$ cat src/rtl/tlbsw_pkg.sv
package tlbsw_pkg;
   localparam int ATTR_V  = 0;
   localparam int ATTR_SH = 1;
   localparam int ATTR_D  = 2;
   localparam int ATTR_C  = 3;
   localparam int ATTR_SZ = 4;
   localparam int ATTR_PR = 5;
   localparam int ATTR_W  = 7;

   typedef enum logic [1:0] {
      PROT_PRIV_RO = 2'b00,
      PROT_PRIV_RW = 2'b01,
      PROT_ANY_RO  = 2'b10,
      PROT_ANY_RW  = 2'b11
   } prot_e;

   function automatic logic prot_allows(input logic [1:0] pr, input logic user, input logic wr);
      return (!user || pr[1]) && (!wr || pr[0]);
   endfunction
endpackage

$ cat src/rtl/tlbsw_stage.sv
module tlbsw_stage #(
   parameter int VPN_W = 22,
   parameter int LO_W  = 26,
   parameter int WAY_W = 2
) (
   input  logic             clk,
   input  logic             rst_n,
   input  logic             hi_we,
   input  logic [VPN_W-1:0] hi_d,
   input  logic             lo_we,
   input  logic [LO_W-1:0]  lo_d,
   input  logic             way_we,
   input  logic [WAY_W-1:0] way_d,
   input  logic             fw_set,
   input  logic [WAY_W-1:0] fw_way,
   output logic [VPN_W-1:0] hi_q,
   output logic [LO_W-1:0]  lo_q,
   output logic [WAY_W-1:0] way_q
);
   always_ff @(posedge clk or negedge rst_n) begin
      if (!rst_n) begin
         hi_q  <= '0;
         lo_q  <= '0;
         way_q <= '0;
      end else begin
         if (hi_we) hi_q <= hi_d;
         if (lo_we) lo_q <= lo_d;
         if (fw_set)      way_q <= fw_way;
         else if (way_we) way_q <= way_d;
      end
   end
endmodule

$ cat src/rtl/tlbsw_way.sv
module tlbsw_way #(
   parameter int VPN_W = 22,
   parameter int LO_W  = 26,
   parameter int NSETS = 16,
   parameter int IDX_W = 4
) (
   input  logic             clk,
   input  logic             rst_n,
   input  logic             we,
   input  logic [IDX_W-1:0] widx,
   input  logic [VPN_W-1:0] wvpn,
   input  logic [LO_W-1:0]  wlo,
   input  logic [IDX_W-1:0] ridx,
   output logic [VPN_W-1:0] rvpn,
   output logic [LO_W-1:0]  rlo
);
   logic [VPN_W-1:0] vpn_q [NSETS];
   logic [LO_W-1:0]  lo_q  [NSETS];

   always_ff @(posedge clk or negedge rst_n) begin
      if (!rst_n) begin
         for (int s = 0; s < NSETS; s++) begin
            vpn_q[s] <= '0;
            lo_q[s]  <= '0;
         end
      end else if (we) begin
         vpn_q[widx] <= wvpn;
         lo_q[widx]  <= wlo;
      end
   end

   assign rvpn = vpn_q[ridx];
   assign rlo  = lo_q[ridx];
endmodule

$ cat src/rtl/tlbsw_match.sv
module tlbsw_match #(
   parameter int VPN_W = 22,
   parameter int LO_W  = 26,
   parameter int SPAN  = 2
) (
   input  logic [VPN_W-1:0] va_vpn,
   input  logic [VPN_W-1:0] ent_vpn,
   input  logic [LO_W-1:0]  ent_lo,
   output logic             match
);
   import tlbsw_pkg::*;
   localparam logic [VPN_W-1:0] LARGE_MASK = {{(VPN_W-SPAN){1'b1}}, {SPAN{1'b0}}};

   logic [VPN_W-1:0] mask;
   assign mask  = ent_lo[ATTR_SZ] ? LARGE_MASK : '1;
   assign match = ent_lo[ATTR_V] && (((va_vpn ^ ent_vpn) & mask) == '0);
endmodule

$ cat src/rtl/tlbsw_top.sv
module tlbsw_top #(
   parameter int NWAYS    = 4,
   parameter int NSETS    = 16,
   parameter int VA_W     = 32,
   parameter int PA_W     = 29,
   parameter int PG_SHIFT = 10,
   parameter int LG_SHIFT = 12,
   parameter int WAY_W    = (NWAYS > 1) ? $clog2(NWAYS) : 1
) (
   input  logic                        clk,
   input  logic                        rst_n,
   input  logic                        stg_hi_we,
   input  logic [VA_W-PG_SHIFT-1:0]    stg_hi_vpn,
   input  logic                        stg_lo_we,
   input  logic [PA_W-PG_SHIFT+6:0]    stg_lo_data,
   input  logic                        ctl_we,
   input  logic [WAY_W-1:0]            ctl_way_wdata,
   input  logic                        load_cmd,
   output logic [WAY_W-1:0]            ctl_way,
   input  logic                        lk_valid,
   input  logic [VA_W-1:0]             lk_vaddr,
   input  logic                        lk_write,
   input  logic                        lk_user,
   output logic                        res_valid,
   output logic                        res_hit,
   output logic                        res_miss,
   output logic                        res_prot_fault,
   output logic                        res_first_write,
   output logic [WAY_W-1:0]            res_way,
   output logic [PA_W-PG_SHIFT-1:0]    res_ppn,
   output logic                        res_cacheable,
   output logic                        res_shared
);
   import tlbsw_pkg::*;

   localparam int VPN_W = VA_W - PG_SHIFT;
   localparam int PPN_W = PA_W - PG_SHIFT;
   localparam int LO_W  = PPN_W + ATTR_W;
   localparam int SPAN  = LG_SHIFT - PG_SHIFT;
   localparam int IDX_W = $clog2(NSETS);

   if (SPAN < 1) begin : g_bad_span
      $error("LG_SHIFT must exceed PG_SHIFT");
   end
   if (NSETS < 2 || (1 << IDX_W) != NSETS) begin : g_bad_sets
      $error("NSETS must be a power of two of at least 2");
   end
   if (SPAN + IDX_W > VPN_W || PPN_W <= SPAN) begin : g_bad_width
      $error("address widths too small for set index or large-page splice");
   end
   if (NWAYS < 1 || (NWAYS > 1 && (1 << WAY_W) < NWAYS)) begin : g_bad_ways
      $error("WAY_W cannot encode NWAYS");
   end

   logic [VPN_W-1:0] hi_q;
   logic [LO_W-1:0]  lo_q;
   logic [WAY_W-1:0] way_q;
   logic             fw_set;
   logic [WAY_W-1:0] sel;

   tlbsw_stage #(.VPN_W(VPN_W), .LO_W(LO_W), .WAY_W(WAY_W)) u_stage (
      .clk(clk), .rst_n(rst_n),
      .hi_we(stg_hi_we), .hi_d(stg_hi_vpn),
      .lo_we(stg_lo_we), .lo_d(stg_lo_data),
      .way_we(ctl_we), .way_d(ctl_way_wdata),
      .fw_set(fw_set), .fw_way(sel),
      .hi_q(hi_q), .lo_q(lo_q), .way_q(way_q)
   );
   assign ctl_way = way_q;

   logic [VPN_W-1:0] va_vpn;
   logic [IDX_W-1:0] lk_idx;
   logic [IDX_W-1:0] ld_idx;
   assign va_vpn = lk_vaddr[VA_W-1:PG_SHIFT];
   assign lk_idx = lk_vaddr[LG_SHIFT +: IDX_W];
   assign ld_idx = hi_q[SPAN +: IDX_W];

   logic [VPN_W-1:0] rvpn [NWAYS];
   logic [LO_W-1:0]  rlo  [NWAYS];
   logic [NWAYS-1:0] m;

   for (genvar w = 0; w < NWAYS; w++) begin : g_way
      logic wr_this;
      assign wr_this = load_cmd && (way_q == WAY_W'(w));
      tlbsw_way #(.VPN_W(VPN_W), .LO_W(LO_W), .NSETS(NSETS), .IDX_W(IDX_W)) u_way (
         .clk(clk), .rst_n(rst_n),
         .we(wr_this), .widx(ld_idx), .wvpn(hi_q), .wlo(lo_q),
         .ridx(lk_idx), .rvpn(rvpn[w]), .rlo(rlo[w])
      );
      tlbsw_match #(.VPN_W(VPN_W), .LO_W(LO_W), .SPAN(SPAN)) u_match (
         .va_vpn(va_vpn), .ent_vpn(rvpn[w]), .ent_lo(rlo[w]), .match(m[w])
      );
   end

   if (NWAYS == 1) begin : g_sel_single
      assign sel = '0;
   end else begin : g_sel_prio
      always_comb begin
         sel = '0;
         for (int w = NWAYS - 1; w >= 0; w--) begin
            if (m[w]) sel = WAY_W'(w);
         end
      end
   end

   logic [LO_W-1:0]  sel_lo;
   logic [PPN_W-1:0] ppn_ent;
   logic [PPN_W-1:0] ppn_eff;
   logic             miss, allowed, prot, fw, hit;

   assign sel_lo  = rlo[sel];
   assign ppn_ent = sel_lo[LO_W-1 -: PPN_W];
   assign ppn_eff = sel_lo[ATTR_SZ] ? {ppn_ent[PPN_W-1:SPAN], lk_vaddr[LG_SHIFT-1:PG_SHIFT]}
                                    : ppn_ent;
   assign miss    = (m == '0);
   assign allowed = prot_allows(sel_lo[ATTR_PR +: 2], lk_user, lk_write);
   assign prot    = !miss && !allowed;
   assign fw      = !miss && allowed && lk_write && !sel_lo[ATTR_D];
   assign hit     = !miss && allowed && !fw;
   assign fw_set  = lk_valid && fw;

   always_ff @(posedge clk or negedge rst_n) begin
      if (!rst_n) begin
         res_valid       <= 1'b0;
         res_hit         <= 1'b0;
         res_miss        <= 1'b0;
         res_prot_fault  <= 1'b0;
         res_first_write <= 1'b0;
         res_way         <= '0;
         res_ppn         <= '0;
         res_cacheable   <= 1'b0;
         res_shared      <= 1'b0;
      end else begin
         res_valid       <= lk_valid;
         res_hit         <= lk_valid && hit;
         res_miss        <= lk_valid && miss;
         res_prot_fault  <= lk_valid && prot;
         res_first_write <= lk_valid && fw;
         res_way         <= (lk_valid && !miss) ? sel : '0;
         res_ppn         <= (lk_valid && hit) ? ppn_eff : '0;
         res_cacheable   <= lk_valid && hit && sel_lo[ATTR_C];
         res_shared      <= lk_valid && hit && sel_lo[ATTR_SH];
      end
   end
endmodule

$ cat config.mk
export PLATFORM = sky130hd
export DESIGN_NAME = tlbsw_top
export DESIGN_NICKNAME = d
export VERILOG_FILES = /design/src/rtl/tlbsw_pkg.sv /design/src/rtl/tlbsw_stage.sv /design/src/rtl/tlbsw_way.sv /design/src/rtl/tlbsw_match.sv /design/src/rtl/tlbsw_top.sv
export SDC_FILE = /design/constraint.sdc
export NUM_CORES = 2
export LEC_CHECK = 0
export BUFFER_PORTS_ARGS = -buffer_cell sky130_fd_sc_hd__buf_2
export CAP_MARGIN = 20
export CORE_MARGIN = 2
export CORE_UTILIZATION = 40
export DETAILED_ROUTE_END_ITERATION = 8
export HOLD_SLACK_MARGIN = 0.06
export PLACE_DENSITY = 0.66
export SLEW_MARGIN = 30
export SYNTH_ARGS = -nofsm -noshare
export SYNTH_HDL_FRONTEND = slang
export SYNTH_HIERARCHICAL = 1
export SYNTH_SLANG_ARGS = --single-unit
$ cat constraint.sdc
create_clock -name clk -period 10.12 [get_ports clk]
set_clock_uncertainty 0.2 [all_clocks]
set_input_delay 0.506 -clock clk [delete_from_list [all_inputs] [get_ports clk]]
set_output_delay 0.506 -clock clk [all_outputs]
set_load 0.03 [all_outputs]
==> run summary <==
• complete, no violations — run status
• 8,720 — number of nets in the layout
• 5 — iteration count of the initial detailed-routing pass
• 0.89 ns — clock latency on the worst-skew pair
• 22 — initial antenna violation count
• 218 — floorplan row count
• 212,500 µm — HPWL after detailed placement
• 0.02153 — synthesized-area fraction occupied by ao, oa, aoi and oai cells
• 5 — number of H-tree levels
• 3,150 — number of synthesized register bits
• 0.3752 — mux contribution to synthesized area
• 0.1392 mV — largest voltage drop on the vdd net
• 12.02% — area overhead of the layout relative to synthesis
• 0.4013 — initial core utilization
• 14 — cells on worst reg2reg path
• 27.30 µm — per-cell routed wire length
• 121 — Top-Level Pins
• input port to flop — Tightest Hold Check Type
• 0.1158 ns — Fin Hold WS
• 0 — max_cap viols
• g_way[1].u_way/vpn_q[106] — startpoint of the most critical register-to-register path
• 598.1 µm — Die Span Y
• 560,000 µm — first-pass GRT wire length
• 0 — DRC violations left
• 0.5583 — fraction of the yosys area taken by sequential cells
• 5.677 ns — final worst path period need
• 0 — buffers inserted during post-CTS setup optimization
• 0 — antenna viol nets, final
• 0 — final-report setup violation count
• 10.73 ns — Worst Path Required
• 8,739 — cell count after synthesis
• 0.005459 — xor and xnor area share after synthesis
• 6.28 ns — WP data arrival
• 368,800 µm — Total Wirelength
• 57 — hold buffer count at cts
• input port to flop — CP Class
• 0.06 ns — clk slew on worst S/H paths
• 3,150 — Clock Sinks
• 0 — CTS-repair resized insts
• 87,030 — vias in the first global route
• 5,252 — count of routing violations after the opening detailed-route iteration
• 141,200 µm² — post-synthesis cell area
• 0.1762 GHz — f_max
• 0 — number of synthesized flops with an enable pin
• 158,200 µm² — Post-Layout Inst Area
• flop — endpoint kind of the worst setup timing path
• 146,400 µm² — cell area after placement
• 222.0 nW/µm² — power per cell area
• 0.5005 — layout cell share with drive strength beyond 1
• 598.1 µm — Die Wd
• 0.01353 — area share of and/or/nand/nor cells after synthesis
• 1.000 — share of synthesized flip-flops with an asynchronous set or reset
• 78,270 — vias post-DR
• 16.16 µm² — mean cell area of the mapped netlist
• res_ppn[0] — capture point of the critical path
• lk_vaddr[12] — Critical path origin
• 4 — maximum root-to-sink buffer count
• 0 — fraction of the mapped netlist area in adder cells
• 351,900 µm² — Core Area
• 30,080 — FILL cells
• input port — startpoint types
• 193 — pin count of the biggest net entering global routing
• 357,700 µm² — die footprint
• 0.7910 — RePlAce Congestion
• 0 — number of slew-limit violations in the final report
• 8,830 — post-synth net total
• 88 — Worst Path Max Fanout
• done — clock tree from TritonCTS
• 5.33 ns — setup slack of the worst register-to-register path
• 110 — number of buffer cells added on primary ports
• 0.5609 — post-route clock period utilization
• 0.2612 — slew margin rel.
• 323 — Inserted Clock Buffers
• res_ppn[0] — R2R Path End
• 45 — number of distinct library cells after synthesis
• 1.108 ns — transition at the pin with the smallest max-transition slack
• 0.2061 — gr usage total
• sky130_fd_sc_hd__clkbuf_16 — root buffer cell
• 72.97 nW — reported leakage power
• false — RSZ-0062 raised after global routing
• 0 — aggregate global routing overflow
• 6 — Yosys warning count
• 0 — final hold vios
• 5.793 — number of vias per cell after detailed routing
• sky130_fd_sc_hd__dfrtp_1 — primary flip-flop cell chosen by synthesis mapping
• 0 ns — final setup TNS
• multiplexers — combinational family with the most area after synthesis
## cells by family after synthesis
family,Yosys count
compound gates,406
xor+xnor,88
buf+inv,789
flops,3150
mux,3911
simple gates,395
## worst max-delay path: stages
cell                      delay, ns
sky130_fd_sc_hd__buf_12        0.48
sky130_fd_sc_hd__buf_4         0.83
sky130_fd_sc_hd__mux4_2        0.60
sky130_fd_sc_hd__a22oi_1       0.21
sky130_fd_sc_hd__nand2_1       0.10
sky130_fd_sc_hd__xor2_1        0.16
sky130_fd_sc_hd__nor4_1        0.60
sky130_fd_sc_hd__nand3_1       0.28
sky130_fd_sc_hd__nor4_2        0.20
sky130_fd_sc_hd__buf_4         0.28
sky130_fd_sc_hd__nor2_1        0.21
sky130_fd_sc_hd__o21ai_0       0.29
sky130_fd_sc_hd__a31oi_2       0.24
sky130_fd_sc_hd__nor4_4        0.46
sky130_fd_sc_hd__buf_4         0.32
sky130_fd_sc_hd__nor2b_1       0.18
## layout make-up
type | count | area (µm²) | area share
clock inverter | 100 | 1141 | 0.007214
timing repair buffer | 350 | 3276 | 0.02071
tap | 4620 | 5781 | 0.03655
multi-input combinational | 4800 | 59210 | 0.3744
antenna | 14 | 35.03 | 0.0002215
inverter | 4 | 15.01 | 0.00009493
sequential | 3150 | 78980 | 0.4993
clock buffer | 473 | 9731 | 0.06152
## synth_stat cells, types with 9 or more instances
cell type / count / area [µm²]
sky130_fd_sc_hd__nand2b_1: 9 / 56.30
sky130_fd_sc_hd__clkbuf_1: 392 / 1471
sky130_fd_sc_hd__dfrtp_1: 3150 / 78830
sky130_fd_sc_hd__buf_6: 27 / 304.0
sky130_fd_sc_hd__nor2b_1: 17 / 106.4
sky130_fd_sc_hd__nor4_1: 16 / 100.1
sky130_fd_sc_hd__a22oi_1: 384 / 2883
sky130_fd_sc_hd__and2_1: 24 / 150.1
sky130_fd_sc_hd__mux2_4: 20 / 300.3
sky130_fd_sc_hd__mux2_1: 412 / 4639
sky130_fd_sc_hd__buf_2: 349 / 1747
sky130_fd_sc_hd__mux4_2: 787 / 17720
sky130_fd_sc_hd__or3_1: 12 / 75.07
sky130_fd_sc_hd__nor2_1: 51 / 191.4
sky130_fd_sc_hd__nand2_1: 209 / 784.5
sky130_fd_sc_hd__nand3b_1: 16 / 120.1
sky130_fd_sc_hd__xor2_1: 64 / 560.5
sky130_fd_sc_hd__xnor2_1: 24 / 210.2
sky130_fd_sc_hd__mux2_2: 2688 / 30270
## stage by stage
| step | std cells | total power [mW] | util | setup slack [ns] |
|---|---|---|---|---|
| detailed placement | 12860 | 23.11 | 0.4160 | 3.489 |
| CTS | 13490 | 35.40 | 0.4486 | 4.405 |
| global route | 13500 | 36.71 | 0.4495 | 3.957 |
| global placement | 12840 | 22.49 | 0.4148 | 3.328 |
| finish | 13510 | 35.12 | 0.4495 | 4.443 |
| floorplan | 8739 | 21.18 | - | 5.634 |
## flip-flops by register name (all words and copies together) (netlist names), 2 cells and up
name,cells
u_stage/way_q,2
res_way,2
u_stage/hi_q,22
g_way.u_way/vpn_q,1408
res_ppn,19
u_stage/lo_q,26
g_way.u_way/lo_q,1664
## how the worst min path moves through the flow
| stage | startpoint | end | depth (start not counted) |
|---|---|---|---|
| floorplan | rst_n | g_way[0].u_way/lo_q[0] | 0 |
| global placement | g_way[1].u_way/vpn_q[51] | g_way[1].u_way/vpn_q[51] | 1 |
| detailed placement | g_way[0].u_way/vpn_q[52] | g_way[0].u_way/vpn_q[52] | 1 |
| CTS | stg_hi_we | u_stage/hi_q[16] | 2 |
| global route | stg_hi_we | u_stage/hi_q[14] | 2 |
| finish | stg_hi_we | u_stage/hi_q[11] | 2 |
## per-layer routing
layer	wire, µm	up-vias	track usage	part of all wire
met3	17260	656	0.02968	0.047
li1	-	32380	-	-
met4	14360	2	0.07751	0.039
met5	9	-	0	0.000024
met1	151100	43500	0.2628	0.41
met2	186100	1727	0.3556	0.50
## cell usage in the layout (no fill, tap or decap), drive strengths merged, types with 58 or more instances in the layout
| cell | netlist | layout |
|---|---|---|
| clkbuf | 400 | 473 |
| xor2 | 64 | 64 |
| nand2 | 209 | 209 |
| clkinv | 0 | 62 |
| a22oi | 384 | 384 |
| dfrtp | 3150 | 3150 |
| dlygate4sd3 | 0 | 58 |
| buf | 385 | 292 |
| mux2 | 3120 | 3120 |
| mux4 | 787 | 787 |
## where the power goes
group          internal, mW  switching (mW)
registers              15.5            1.73
logic                  3.55            2.15
clock network          7.22            4.99
total                  26.3            8.86
Power figures use the tool's default switching activity.
